$ cat src/rtl/serial_rx_pkg.sv
`timescale 1ns/1ps
package serial_rx_pkg;
  localparam int unsigned MAX_BITS = 8;
  localparam int unsigned BIT_W    = $clog2(MAX_BITS);

  typedef struct packed {
    logic [MAX_BITS-1:0] data;
    logic                perr;
    logic                ferr;
    logic                brk;
  } rx_char_t;

  typedef enum logic [2:0] {
    S_IDLE, S_START, S_DATA, S_PAR, S_STOP, S_WAITHI
  } rx_state_t;

  function automatic logic [4:0] trig_level(input logic [1:0] sel);
    case (sel)
      2'b00:   return 5'd1;
      2'b01:   return 5'd4;
      2'b10:   return 5'd8;
      default: return 5'd14;
    endcase
  endfunction
endpackage

$ cat src/rtl/serial_rx_deframer.sv
`timescale 1ns/1ps
module serial_rx_deframer
  import serial_rx_pkg::*;
(
  input  logic       clk,
  input  logic       rst_n,
  input  logic       tick,
  input  logic       rx_i,
  input  logic [1:0] wlen,
  input  logic       par_en,
  input  logic       par_even,
  input  logic       par_stick,
  output logic       out_valid,
  output rx_char_t   out_char
);
  logic [1:0]          sync_q;
  logic                rx_s;
  rx_state_t           st_q;
  logic [3:0]          cnt_q;
  logic [BIT_W-1:0]    bit_q;
  logic [MAX_BITS-1:0] sh_q;
  logic                xacc_q, pbit_q;
  logic                mid, brk_c, exp_par, perr_c, ferr_c;
  logic [BIT_W-1:0]    last_idx;
  rx_char_t            out_q;

  assign rx_s     = sync_q[1];
  assign last_idx = BIT_W'(4) + BIT_W'(wlen);
  assign out_char = out_q;

  always_comb begin
    mid     = tick && (cnt_q == 4'hF);
    brk_c   = (sh_q == '0) && (!par_en || !pbit_q) && !rx_s;
    exp_par = par_stick ? ~par_even : (par_even ? xacc_q : ~xacc_q);
    perr_c  = par_en && (pbit_q != exp_par) && !brk_c;
    ferr_c  = !rx_s && !brk_c;
  end

  always_ff @(posedge clk or negedge rst_n) begin
    if (!rst_n) begin
      sync_q    <= 2'b11;
      st_q      <= S_IDLE;
      cnt_q     <= '0;
      bit_q     <= '0;
      sh_q      <= '0;
      xacc_q    <= 1'b0;
      pbit_q    <= 1'b0;
      out_valid <= 1'b0;
      out_q     <= '0;
    end else begin
      sync_q    <= {sync_q[0], rx_i};
      out_valid <= 1'b0;
      if (tick) cnt_q <= cnt_q + 4'd1;
      case (st_q)
        S_IDLE: if (tick && !rx_s) begin
          st_q  <= S_START;
          cnt_q <= 4'd7;
        end
        S_START: if (mid) begin
          if (rx_s) st_q <= S_IDLE;
          else begin
            st_q   <= S_DATA;
            bit_q  <= '0;
            sh_q   <= '0;
            xacc_q <= 1'b0;
          end
        end
        S_DATA: if (mid) begin
          sh_q[bit_q] <= rx_s;
          xacc_q      <= xacc_q ^ rx_s;
          if (bit_q == last_idx) st_q <= par_en ? S_PAR : S_STOP;
          else bit_q <= bit_q + 1'b1;
        end
        S_PAR: if (mid) begin
          pbit_q <= rx_s;
          st_q   <= S_STOP;
        end
        S_STOP: if (mid) begin
          out_valid  <= 1'b1;
          out_q.data <= sh_q;
          out_q.perr <= perr_c;
          out_q.ferr <= ferr_c;
          out_q.brk  <= brk_c;
          st_q       <= rx_s ? S_IDLE : S_WAITHI;
        end
        S_WAITHI: if (rx_s) st_q <= S_IDLE;
        default: st_q <= S_IDLE;
      endcase
    end
  end

  AST_GLITCH_REJECT: assert property (@(posedge clk) disable iff (!rst_n)
    (st_q == S_START && mid && rx_s) |=> (st_q == S_IDLE && !out_valid));
  AST_BREAK_ALONE: assert property (@(posedge clk) disable iff (!rst_n)
    (out_valid && out_q.brk) |-> (!out_q.ferr && !out_q.perr && out_q.data == '0));
  AST_WAIT_HIGH: assert property (@(posedge clk) disable iff (!rst_n)
    (st_q == S_WAITHI && !rx_s) |=> (st_q == S_WAITHI));
endmodule

$ cat src/rtl/serial_rx_store.sv
`timescale 1ns/1ps
module serial_rx_store
  import serial_rx_pkg::*;
#(
  parameter int unsigned DEPTH = 16
) (
  input  logic                         clk,
  input  logic                         rst_n,
  input  logic                         push_req,
  input  rx_char_t                     push_char,
  input  logic                         fifo_en,
  input  logic                         clr,
  input  logic                         pop,
  output rx_char_t                     head,
  output logic [$clog2(DEPTH+1)-1:0]   count,
  output logic                         accepted,
  output logic                         overrun_evt,
  output logic                         err_present
);
  localparam int unsigned AW = (DEPTH > 1) ? $clog2(DEPTH) : 1;
  localparam int unsigned CW = $clog2(DEPTH+1);

  rx_char_t        mem_q [DEPTH];
  logic [AW-1:0]   wp_q, rp_q;
  logic [CW-1:0]   cnt_q, err_q, cap;
  logic            full, take, push_err, head_err;

  function automatic logic [AW-1:0] nxt(input logic [AW-1:0] p);
    return (p == AW'(DEPTH-1)) ? '0 : p + 1'b1;
  endfunction

  always_comb begin
    cap         = fifo_en ? CW'(DEPTH) : CW'(1);
    full        = cnt_q >= cap;
    accepted    = push_req && !full && !clr;
    overrun_evt = push_req && full && !clr;
    take        = pop && (cnt_q != '0) && !clr;
    push_err    = push_char.perr | push_char.ferr | push_char.brk;
    head_err    = mem_q[rp_q].perr | mem_q[rp_q].ferr | mem_q[rp_q].brk;
  end

  assign head        = mem_q[rp_q];
  assign count       = cnt_q;
  assign err_present = err_q != '0;

  always_ff @(posedge clk) begin
    if (accepted) mem_q[wp_q] <= push_char;
  end

  always_ff @(posedge clk or negedge rst_n) begin
    if (!rst_n) begin
      wp_q  <= '0;
      rp_q  <= '0;
      cnt_q <= '0;
      err_q <= '0;
    end else if (clr) begin
      wp_q  <= '0;
      rp_q  <= '0;
      cnt_q <= '0;
      err_q <= '0;
    end else begin
      if (accepted) wp_q <= nxt(wp_q);
      if (take)     rp_q <= nxt(rp_q);
      cnt_q <= cnt_q + CW'(accepted) - CW'(take);
      err_q <= err_q + CW'(accepted && push_err) - CW'(take && head_err);
    end
  end

  AST_NO_OVERFLOW: assert property (@(posedge clk) disable iff (!rst_n)
    cnt_q <= CW'(DEPTH));
  AST_OVR_KEEPS: assert property (@(posedge clk) disable iff (!rst_n)
    (push_req && full && !pop && !clr) |=> (cnt_q == $past(cnt_q)));
  AST_CLR_EMPTIES: assert property (@(posedge clk) disable iff (!rst_n)
    clr |=> (cnt_q == '0 && err_q == '0));
endmodule

$ cat src/rtl/serial_rx_idle_timer.sv
`timescale 1ns/1ps
module serial_rx_idle_timer
  import serial_rx_pkg::*;
#(
  parameter int unsigned TO_CHARS = 4
) (
  input  logic       clk,
  input  logic       rst_n,
  input  logic       tick,
  input  logic       enable,
  input  logic       nonempty,
  input  logic       activity,
  input  logic       rd_evt,
  input  logic [1:0] wlen,
  input  logic       par_en,
  output logic       flag
);
  localparam int unsigned MAX_LIM = TO_CHARS * 16 * (MAX_BITS + 3);
  localparam int unsigned TW      = $clog2(MAX_LIM + 1);

  logic [3:0]    frame_bits;
  logic [TW-1:0] lim, cnt_q;

  always_comb begin
    frame_bits = 4'd7 + {2'b00, wlen} + {3'b000, par_en};
    lim        = TW'(32'(TO_CHARS) * 32'd16 * 32'(frame_bits));
  end

  always_ff @(posedge clk or negedge rst_n) begin
    if (!rst_n) begin
      cnt_q <= '0;
      flag  <= 1'b0;
    end else begin
      if (activity || !nonempty || !enable) cnt_q <= '0;
      else if (tick && cnt_q != lim) cnt_q <= cnt_q + 1'b1;
      if (rd_evt || !nonempty) flag <= 1'b0;
      else if (enable && cnt_q == lim) flag <= 1'b1;
    end
  end

  AST_TO_NONEMPTY: assert property (@(posedge clk) disable iff (!rst_n)
    flag |-> nonempty);
endmodule

$ cat src/rtl/serial_rx_unit.sv
`timescale 1ns/1ps
module serial_rx_unit
  import serial_rx_pkg::*;
#(
  parameter int unsigned DEPTH    = 16,
  parameter int unsigned TO_CHARS = 4
) (
  input  logic       clk,
  input  logic       rst_n,
  input  logic       tick16,
  input  logic       rx_i,
  input  logic [1:0] cfg_wlen,
  input  logic       cfg_par_en,
  input  logic       cfg_par_even,
  input  logic       cfg_par_stick,
  input  logic       cfg_fifo_en,
  input  logic [1:0] cfg_trig,
  input  logic       fifo_clr,
  output logic       rd_valid,
  input  logic       rd_ready,
  output logic [7:0] rd_data,
  output logic       rd_perr,
  output logic       rd_ferr,
  output logic       rd_brk,
  output logic       stat_avail,
  output logic       stat_overrun,
  output logic       stat_perr,
  output logic       stat_ferr,
  output logic       stat_brk,
  output logic       stat_fifo_err,
  input  logic       stat_rd,
  output logic       irq_level,
  output logic       irq_timeout
);
  localparam int unsigned CW = $clog2(DEPTH+1);

  rx_char_t      frm_char, head;
  logic          frm_valid, accepted, ovr_evt, err_present, pop;
  logic [CW-1:0] count, lvl;

  serial_rx_deframer u_deframer (
    .clk(clk), .rst_n(rst_n), .tick(tick16), .rx_i(rx_i),
    .wlen(cfg_wlen), .par_en(cfg_par_en), .par_even(cfg_par_even),
    .par_stick(cfg_par_stick), .out_valid(frm_valid), .out_char(frm_char)
  );

  serial_rx_store #(.DEPTH(DEPTH)) u_store (
    .clk(clk), .rst_n(rst_n), .push_req(frm_valid), .push_char(frm_char),
    .fifo_en(cfg_fifo_en), .clr(fifo_clr), .pop(pop), .head(head),
    .count(count), .accepted(accepted), .overrun_evt(ovr_evt),
    .err_present(err_present)
  );

  serial_rx_idle_timer #(.TO_CHARS(TO_CHARS)) u_timer (
    .clk(clk), .rst_n(rst_n), .tick(tick16), .enable(cfg_fifo_en),
    .nonempty(rd_valid), .activity(accepted || pop || fifo_clr),
    .rd_evt(pop || fifo_clr), .wlen(cfg_wlen), .par_en(cfg_par_en),
    .flag(irq_timeout)
  );

  always_comb begin
    rd_valid      = count != '0;
    pop           = rd_valid && rd_ready;
    rd_data       = head.data;
    rd_perr       = head.perr;
    rd_ferr       = head.ferr;
    rd_brk        = head.brk;
    stat_avail    = rd_valid;
    stat_fifo_err = err_present;
    lvl           = cfg_fifo_en ? CW'(trig_level(cfg_trig)) : CW'(1);
    irq_level     = rd_valid && (count >= lvl);
  end

  always_ff @(posedge clk or negedge rst_n) begin
    if (!rst_n) begin
      stat_overrun <= 1'b0;
      stat_perr    <= 1'b0;
      stat_ferr    <= 1'b0;
      stat_brk     <= 1'b0;
    end else begin
      stat_overrun <= (stat_overrun && !stat_rd) || ovr_evt;
      stat_perr    <= (stat_perr && !stat_rd) || (accepted && frm_char.perr);
      stat_ferr    <= (stat_ferr && !stat_rd) || (accepted && frm_char.ferr);
      stat_brk     <= (stat_brk && !stat_rd) || (accepted && frm_char.brk);
    end
  end

  AST_OVR_FLAGGED: assert property (@(posedge clk) disable iff (!rst_n)
    ovr_evt |=> stat_overrun);
  AST_LEVEL_IRQ: assert property (@(posedge clk) disable iff (!rst_n)
    (cfg_fifo_en && count >= CW'(14)) |-> irq_level);
  AST_STATUS_CLEAR: assert property (@(posedge clk) disable iff (!rst_n)
    (stat_rd && !frm_valid) |=> (!stat_perr && !stat_ferr && !stat_brk && !stat_overrun));
  AST_NONFIFO_SINGLE: assert property (@(posedge clk) disable iff (!rst_n)
    (!cfg_fifo_en && count == CW'(1) && frm_valid && !pop && !fifo_clr) |=> (count == CW'(1)));
endmodule

$ cat config.mk
export PLATFORM = sky130hd
export DESIGN_NAME = serial_rx_unit
export DESIGN_NICKNAME = d
export VERILOG_FILES = /design/src/rtl/serial_rx_pkg.sv /design/src/rtl/serial_rx_deframer.sv /design/src/rtl/serial_rx_store.sv /design/src/rtl/serial_rx_idle_timer.sv /design/src/rtl/serial_rx_unit.sv
export SDC_FILE = /design/constraint.sdc
export NUM_CORES = 1
export LEC_CHECK = 0
export BUFFER_PORTS_ARGS = -buffer_cell sky130_fd_sc_hd__buf_2
export CORE_ASPECT_RATIO = 1.4
export CORE_MARGIN = 2
export CORE_UTILIZATION = 62
export DETAILED_ROUTE_END_ITERATION = 7
export PLACE_DENSITY = 0.88
export SLEW_MARGIN = 20
export SYNTH_ARGS = -nofsm -noshare
export SYNTH_HDL_FRONTEND = slang
export SYNTH_SLANG_ARGS = --single-unit
$ cat constraint.sdc
create_clock -name clk -period 8 [get_ports clk]
set_input_delay 1.2 -clock clk [delete_from_list [all_inputs] [get_ports clk]]
set_output_delay 1.2 -clock clk [all_outputs]
set_load 0.01 [all_outputs]
* Yosys cells after proc, flatten, opt, wreduce, memory -nomap -nowiden
Memories as Yosys holds them, arrays and structs flattened.
Cells that the tools add are included.
** Storage, ports and cells
- Bits in registers :: 67
- Memory bits (writable) :: 176
- Output and inout port bits :: 20
- Word-level logic and storage cells :: 182
- Memories kept :: 1
** Memory list
- u_store.mem_q :: depth 16, width 11, read ports 1, clocked after memory_dff 0, wr ports 1, line serial_rx_store.sv:23 : rx_char_t mem_q [DEPTH];
** Cells by class
- Add/sub/neg operators :: 12
- Magnitude comparators :: 4
- Equal/unequal tests :: 23
- Multiplexer cells :: 51
- Bitwise gates (word level) :: 7
- Reduce and logical (&&, ||, !) cells :: 62
** Operators by type and width (number)
- 2-to-1 mux 3 bit :: 13
- 2-to-1 mux 4 bit :: 9
- logical AND 1 bit :: 27
- 2-to-1 mux 8 bit :: 3
- 2-to-1 mux 10 bit :: 2
- 2-to-1 mux 5 bit :: 4
- case mux 3 bit (6 select lines) :: 1
- case mux 8 bit (2 select lines) :: 1
- != test 2 x 1 -> 1 bit (second input constant) :: 7
- adder 4 x 1 -> 4 bit (second input constant) :: 3
- equality test 4 bit (second input constant) :: 3
- 2-to-1 mux 1 bit :: 12
- case mux 4 bit (3 select lines) :: 1
- logical OR 1 bit :: 11
- adder 10 x 1 -> 10 bit (second input constant) :: 1
- adder 5 x 1 -> 5 bit :: 2
- equality test 10 bit :: 1
- >= comparator 5 bit :: 2
- != test 10 bit :: 1
- nonzero test 2 bit :: 5
- nonzero test 5 bit :: 2
- subtractor 5 x 1 -> 5 bit :: 2
- zero test 1 bit :: 9
- bitwise mux 8 bit :: 1
- 28 further kinds :: 36

* Depth between registers and ports, before layout
Gate-level depths: netlist (run 1).
- Depth in word-level cells :: 10
- Depth in mapped cells :: 15

* Hierarchy
A second synthesis (run 1) with hierarchy kept.
** Second synthesis, totals
- Cell total of the unflattened synthesis :: 747
- Area total of the unflattened synthesis :: 10866.7 µm²
** Modules (own cells, without submodules)
- serial_rx_store :: instances 1, cells each 474, area each 8109.0 µm²
- serial_rx_deframer :: instances 1, cells each 161, area each 1699.1 µm²
- serial_rx_idle_timer :: instances 1, cells each 79, area each 758.2 µm²
- serial_rx_unit :: instances 1, cells each 33, area each 300.3 µm²

* Least setup slack after synthesis (run 1)
No wires, ideal clock.
- Kind :: input port to flip-flop
- Start point :: input port cfg_fifo_en
- End point :: register u_store.err_q[4]
- Setup time :: 78 ps
- Arrival time :: 3467 ps
- Setup slack :: 4455 ps
- Stages :: 13
- Path buffers :: 1
- Cell sequence :: inv_1 ha_1 nand3b_1 a41oi_1 nor4_1 clkbuf_1 o31a_1 ha_1 fa_1 a21oi_1 nor2_1 or3_1 a21oi_1
** Between the ends
- Cells in the longest elaborated chain, start to end :: 9
** Ends and longest elaborated chain
- start: declaration :: line serial_rx_unit.sv:16 : input logic cfg_fifo_en,
- 2-to-1 mux 5 bit :: line serial_rx_store.sv:33 : cap = fifo_en ? CW'(DEPTH) : CW'(1);
- >= comparator 5 bit :: line serial_rx_store.sv:34 : full = cnt_q >= cap;
- zero test 1 bit :: line serial_rx_store.sv:35 : accepted = push_req && !full && !clr;
- logical AND 1 bit (2 in a row) :: line serial_rx_store.sv:35
- logical AND 1 bit :: line serial_rx_store.sv:65 : err_q <= err_q + CW'(accepted && push_err) - CW'(take && head_err);
- adder 5 x 1 -> 5 bit :: line serial_rx_store.sv:65
- subtractor 5 x 1 -> 5 bit :: line serial_rx_store.sv:65
- 2-to-1 mux 5 bit :: line serial_rx_store.sv:56 : end else if (clr) begin
- end signal: assignment :: line serial_rx_store.sv:65
- end: declaration :: line serial_rx_store.sv:25 : logic [CW-1:0] cnt_q, err_q, cap;
Every way passes these cells.
A chain may end at the register's enable or synchronous reset.

* Worst setup path in the final report (run 1)
- Start point :: register u_store.rp_q[0]
- End point :: register u_store.err_q[4]
** Between the ends
- Cells in the longest elaborated chain, start to end :: 6
** Ends and longest elaborated chain
- start: declaration :: line serial_rx_store.sv:24 : logic [AW-1:0] wp_q, rp_q;
- start signal: assignment :: line serial_rx_store.sv:63 : if (take) rp_q <= nxt(rp_q);
- memory (16 x 11 bit) *
- bitwise OR 1 bit :: line serial_rx_store.sv:39 : head_err = mem_q[rp_q].perr | mem_q[rp_q].ferr | mem_q[rp_q].brk;
- bitwise OR 1 bit * :: line serial_rx_store.sv:39
- logical AND 1 bit * :: line serial_rx_store.sv:65
- subtractor 5 x 1 -> 5 bit * :: line serial_rx_store.sv:65
- 2-to-1 mux 5 bit * :: line serial_rx_store.sv:56
Mark *: on every way between the ends. The rest lies on a longest branch, timed or not.

==> results of run 1 <==
==> area by class of cell <==
class | instances | area, um2
Clock buffer | 34 | 711
Clock inverter | 6 | 81.3
Fill cell | 1057 | 5030
Inverter | 36 | 135
Multi-Input combinational cell | 432 | 3440
Sequential cell | 243 | 6970
Tap cell | 203 | 254
Timing Repair Buffer | 38 | 200
==> flip-flops by register name (all words and copies together), names as in the netlist, 5 cells and up <==
signal	flops
u_timer.cnt_q	10
u_deframer.sh_q	8
u_store.mem_q	176
u_deframer.out_char	11
u_store.err_q	5
u_store.count	5
==> cells by family (layout without fill, tap and decap cells) <==
group,count (synthesis),in the layout
flops,243,243
simple gates,186,186
compound gates,113,113
mux,76,76
buf+inv,69,114
fa+ha+maj,33,33
xor+xnor,24,24
==> worst reg2reg max path, cell delays in order, from the launching register on <==
cell and delay (ns):
dfrtp_4 0.74, buf_4 0.72, mux2_1 0.42, a221o_1 0.37, o22ai_1 0.17, a21oi_1 0.08, o31a_1 0.29, ha_1 0.27
inv_1 0.04, ha_1 0.22, fa_1 0.43, a21oi_1 0.18, nor2_1 0.07, or3_1 0.34, a21oi_1 0.17
==> worst paths after layout <==
path,slack [ns],endpoint,depth (start not counted),from
worst max-delay path,3.44,u_store.err_q[4],14,u_store.rp_q[0]
worst min-delay path,0.37,u_deframer.sync_q[1],0,u_deframer.sync_q[0]
worst max register to register,3.44,u_store.err_q[4],14,u_store.rp_q[0]
worst min register to register,0.37,u_deframer.sync_q[1],0,u_deframer.sync_q[0]
max in group asynchronous,6.43,u_store.rp_q[0],2,rst_n
min in group asynchronous,0.90,u_deframer.bit_q[1],2,rst_n
==> power groups by stage <==
stage          Combinational, W  Clock (W)  Sequential, W
2_1_floorplan          0.000448          0        0.00144
3_3_place_gp           0.000478          0        0.00149
3_5_place_dp           0.000507          0        0.00150
4_1_cts                0.000519    0.00113        0.00147
5_1_grt                0.000575    0.00118        0.00148
6_report               0.000521    0.00112        0.00147
==> per-layer routing <==
metal  GRT usage [%]  up-vias
met3            3.11       61
met1            33.2     3264
met5               0        -
met4            11.0        0
met2            44.1      284
li1                -     2860
==> synthesized netlist by cell type (5+ instances only) <==
cell	n	area share (%)
mux4_2	22	4.6
nand4_1	5	0.29
nand2_1	66	2.3
nor3_1	5	0.23
clkbuf_1	11	0.39
buf_2	9	0.42
xnor2_1	9	0.74
and2_1	10	0.58
or3_1	8	0.47
ha_1	31	3.6
nor2_1	39	1.4
nor2b_1	9	0.52
nand3_1	8	0.37
dfrtp_1	65	15
buf_4	7	0.49
a21oi_1	19	0.89
a221oi_1	20	1.6
inv_1	35	1.2
mux2i_1	49	4.6
a22oi_1	10	0.70
o21ai_0	27	1.3
nor4_1	6	0.35
edfxtp_1	176	49
and3_1	7	0.41
xor2_1	15	1.2
==> through the flow <==
step,std cells,power [W],utilization (%)
finish,992,0.00312,70.1
CTS,992,0.00312,70.1
detailed placement,952,0.00201,65.4
floorplan,744,0.00188,-
global route,992,0.00324,70.1
global placement,952,0.00197,65.4
==> flow_metrics.tcl, run 1 <==
set metrics [dict create \
    outcome "finished, final reports clean" \
    synth_mux_area_share_pct 9.72 \
    crit_chain "buf_4, mux2_1, a221o_1, o22ai_1, a21oi_1, o31a_1, ha_1, inv_1, ha_1, fa_1, a21oi_1, nor2_1, or3_1, a21oi_1" \
    relSlewSlack_pct 32.8 \
    totalWireLength_um 22800 \
    cts_sinks 243 \
    end_kind "flop" \
    areaGrowthSynthToFinish_pct 9.94 \
    cpPeakStageDelay_ns 0.74 \
    top_layer "met4" \
    wl_met3_um 1290 \
    hold_buffers 0 \
    drv_cap 0 \
    synth_edf_count 176 \
    track_usage_pct 25.8 \
    dpl.hpwl_um 14400 \
    setup_ws_ns 3.44 \
    cp_data_required_time_ns 8.42 \
    synthCells 744 \
    start_util_pct 63.8 \
    drc 0 \
    antennaDiodeCount 0 \
    final_common_cell "edfxtp_1" \
    synthAdderAreaFrac_pct 3.99 \
    crit_arrival_ns 4.98 \
    yosysUniqueCellTypes 72 \
    core_um2 16800 \
    crit_top_cell "a21oi_1" \
    period_needed_ns 4.56 \
    num_vias 6469 \
    cp_top_family "compound AO/OA/AOI/OAI gates" \
    met2WireLength_um 12000 \
    stdcell_area_um2 11800 \
    layout_common_cells "edfxtp_1 (176), nand2_1 (66), dfrtp_1 (63)" \
    io_pins 35 \
    avgRoutedWirePerCell_um 23.0 \
    clock_path_buffers 3 \
    ys_seq_area_share_pct 64.9 \
    numPortBuffers 34 \
    grt_pass1_vias 6731 \
    final_nets 821 \
    setup_viol 0 \
    yosys.area_share.simple_pct 8.83 \
    cts.htree.levels 1 \
    antenna_left 0 \
    power_frac_comb_pct 16.7 \
    cts_resized 0 \
    overflow 0 \
    clkLatencyLatePin_ns 0.50 \
    drt_iter0_markers 622 \
    hp-class "reg2reg" \
    postPlaceCellArea_um2 11000 \
    min_period_over_period_pct 57.0 \
    ys_seq_elements 243 \
    leakagePower_nw 4.37 \
    synth.net_count 792 \
    power_density_nw_per_um2 264 \
    place_congestion 0.809 \
    synth_top_family_by_area "multiplexers" \
    die_h_um 160 \
    critical_path.startpoint_type "flop" \
    switching_share_pct 26.3 \
    skew_ns 0.0215 \
    dr.pass1.iters 5 \
    via_per_inst 6.52 \
    grt_pass1_wl_um 36700 \
    chipWidth_um 115 \
    async_flop_share_pct 27.6 \
    drt-met1-wl_um 8650 \
    switchingPower_w 0.000819 \
    ir_drop_mv 0.187 \
    pre_cts_ws_ns 3.44 \
    final_max_slew_viol_count 0 \
    avgSynthCellArea_um2 14.4 \
    path_class "reg2reg" \
    synth_compound_area_share_pct 7.57 \
    slowest_stage "dfrtp_4" \
    postCtsSetupBuffers 0 \
    max_freq_mhz 219 \
    tightest_slew_ns 1.01 \
    fin_setup_tns_ns 0 \
    clockPowerShare_pct 36.0 \
    numCtsBuffers 22 \
    layout-drive-gt1-share_pct 14.3 \
    cts_tree "built" \
    critPathBufInv 2 \
    clock-root-buffer "clkbuf_16" \
    path_clk_slew_ns 0.06 \
    grt_max_degree 68 \
    crit_fanout 46 \
    die_area_um2 18400 \
    seq_power_share_pct 47.3 \
    synth_warnings 0 \
    antenna_found_initial 0 \
    rows 56 \
    syn-cell-area_um2 10700 \
    rsz0062_at_grt "false" \
    ys.flop_type "edfxtp_1" \
    synth_xor_area_share_pct 1.96 \
    p_int_w 0.00230 \
    whs_ns 0.366 \
    hold_viol 0 \
]
Power figures use the tool's default switching activity.
==> run 2, diff against run 1 <==
Clock period 8 ns to 4.2 ns, I/O delays scaled along.
==> flow_metrics.tcl, run 2 (same netlist as run 1, synthesis figures left out) <==
set metrics [dict create \
    setup_viol 0 \
    layout_common_cells "edfxtp_1 (176), nand2_1 (66), dfrtp_1 (64)" \
    cp_data_required_time_ns 4.62 \
    critPathBufInv 1 \
    avgRoutedWirePerCell_um 23.0 \
    skew_ns 0.0102 \
    start_util_pct 63.8 \
    postCtsSetupBuffers 0 \
    antennaDiodeCount 0 \
    hold_viol 0 \
    final_nets 832 \
    crit_arrival_ns 4.17 \
    rows 56 \
    switchingPower_w 0.00156 \
    fin_total_pwr_w 0.00592 \
    overflow 0 \
    clock_path_buffers 3 \
    grt_pass1_wl_um 36600 \
    p_int_w 0.00436 \
    drv_cap 0 \
    areaGrowthSynthToFinish_pct 10.5 \
    end_kind "flop" \
    grt_pass1_vias 6805 \
    grt_max_degree 43 \
    cts_resized 0 \
    switching_share_pct 26.4 \
    power_density_nw_per_um2 499 \
    via_per_inst 6.49 \
    chipWidth_um 115 \
    fin_setup_tns_ns 0 \
    crit_chain "mux2_2, a221o_1, o22ai_1, a21oi_1, o31a_1, ha_1, inv_1, ha_1, fa_1, a21oi_1, nor2_1, or3_1, a21oi_1" \
    path_clk_slew_ns 0.06 \
    num_vias 6505 \
    relSlewSlack_pct 52.5 \
    die_h_um 160 \
    place_congestion 0.869 \
    antenna_found_initial 0 \
    io_pins 35 \
    stdcell_area_um2 11900 \
    layout-drive-gt1-share_pct 15.4 \
    path_class "reg2reg" \
    track_usage_pct 25.9 \
    slowest_stage "dfrtp_4" \
    clkLatencyLatePin_ns 0.50 \
    numPortBuffers 34 \
    drc 0 \
    final_max_slew_viol_count 0 \
    core_um2 16800 \
    dpl.hpwl_um 15000 \
    cts.htree.levels 1 \
    cts_tree "built" \
    cts_sinks 243 \
    ir_drop_mv 0.352 \
    totalWireLength_um 23000 \
    min_period_over_period_pct 89.3 \
    numCtsBuffers 22 \
    clock-root-buffer "clkbuf_16" \
    crit_top_cell "a21oi_1" \
    postPlaceCellArea_um2 11100 \
    hp-class "in2async" \
    die_area_um2 18400 \
    leakagePower_nw 4.44 \
    tightest_slew_ns 0.712 \
    final_util_pct 70.5 \
    largest_reg_flops 176 \
    cp_top_family "compound AO/OA/AOI/OAI gates" \
    period_needed_ns 3.75 \
    drt_iter0_markers 575 \
    antenna_left 0 \
    final_common_cell "edfxtp_1" \
    outcome "finished, final reports clean" \
    hold_buffers 0 \
    whs_ns 0.0384 \
    max_freq_mhz 267 \
    seq_power_share_pct 47.1 \
    cpPeakStageDelay_ns 0.67 \
    power_frac_comb_pct 17.7 \
    dr.pass1.iters 7 \
    rsz0062_at_grt "false" \
    largest_register "u_store.mem_q" \
    clockPowerShare_pct 35.2 \
    critical_path.startpoint_type "flop" \
    crit_fanout 25 \
]
[run 2: worst paths after layout]
path | start | endpoint | slack [ns] | cells past startpoint
setup / recovery | u_store.rp_q[0] | u_store.err_q[4] | 0.45 | 13
hold / removal | rst_n | u_deframer.xacc_q | 0.04 | 1
setup reg to reg | u_store.rp_q[0] | u_store.err_q[4] | 0.45 | 13
hold reg to reg | u_deframer.sync_q[0] | u_deframer.sync_q[1] | 0.36 | 0
max in group asynchronous | rst_n | u_deframer.out_char[3] | 3.34 | 3
min in group clk | rx_i | u_deframer.sync_q[0] | 0.22 | 1
[run 2: stage by stage]
step,instances,setup slack [ns]
after floorplan,744,0.861
after global placement,962,0.689
after detailed placement,962,0.544
after CTS,1002,0.471
after global routing,1003,0.303
final,1003,0.449
[run 2: final cells by class]
class	instances	area, um2
clock buffer	32	639
clock inverter	8	123
fill	1013	4960
inverter	36	135
multi-input combinational	432	3440
sequential	243	6970
tap	203	254
timing repair buffer	49	295
[run 2: metal layers]
layer / wire [um] / share of wire (%) / up-vias / GRT usage, %
met2: 12500 / 54 / 302 / 46.4
met3: 1480 / 6.4 / 69 / 3.38
met1: 8260 / 36 / 3251 / 31.5
met4: 834 / 3.6 / 0 / 10.2
li1: - / - / 2883 / -
met5: 0 / 0 / - / 0
[run 2: power groups by stage]
| stage | Sequential, W | Combinational (W) | Clock [W] |
|---|---|---|---|
| global placement | 0.00281 | 0.000966 | 0 |
| global route | 0.00280 | 0.00115 | 0.00219 |
| CTS | 0.00278 | 0.00104 | 0.00210 |
| floorplan | 0.00274 | 0.000872 | 0 |
| finish | 0.00279 | 0.00105 | 0.00208 |
| detailed placement | 0.00283 | 0.00103 | 0 |
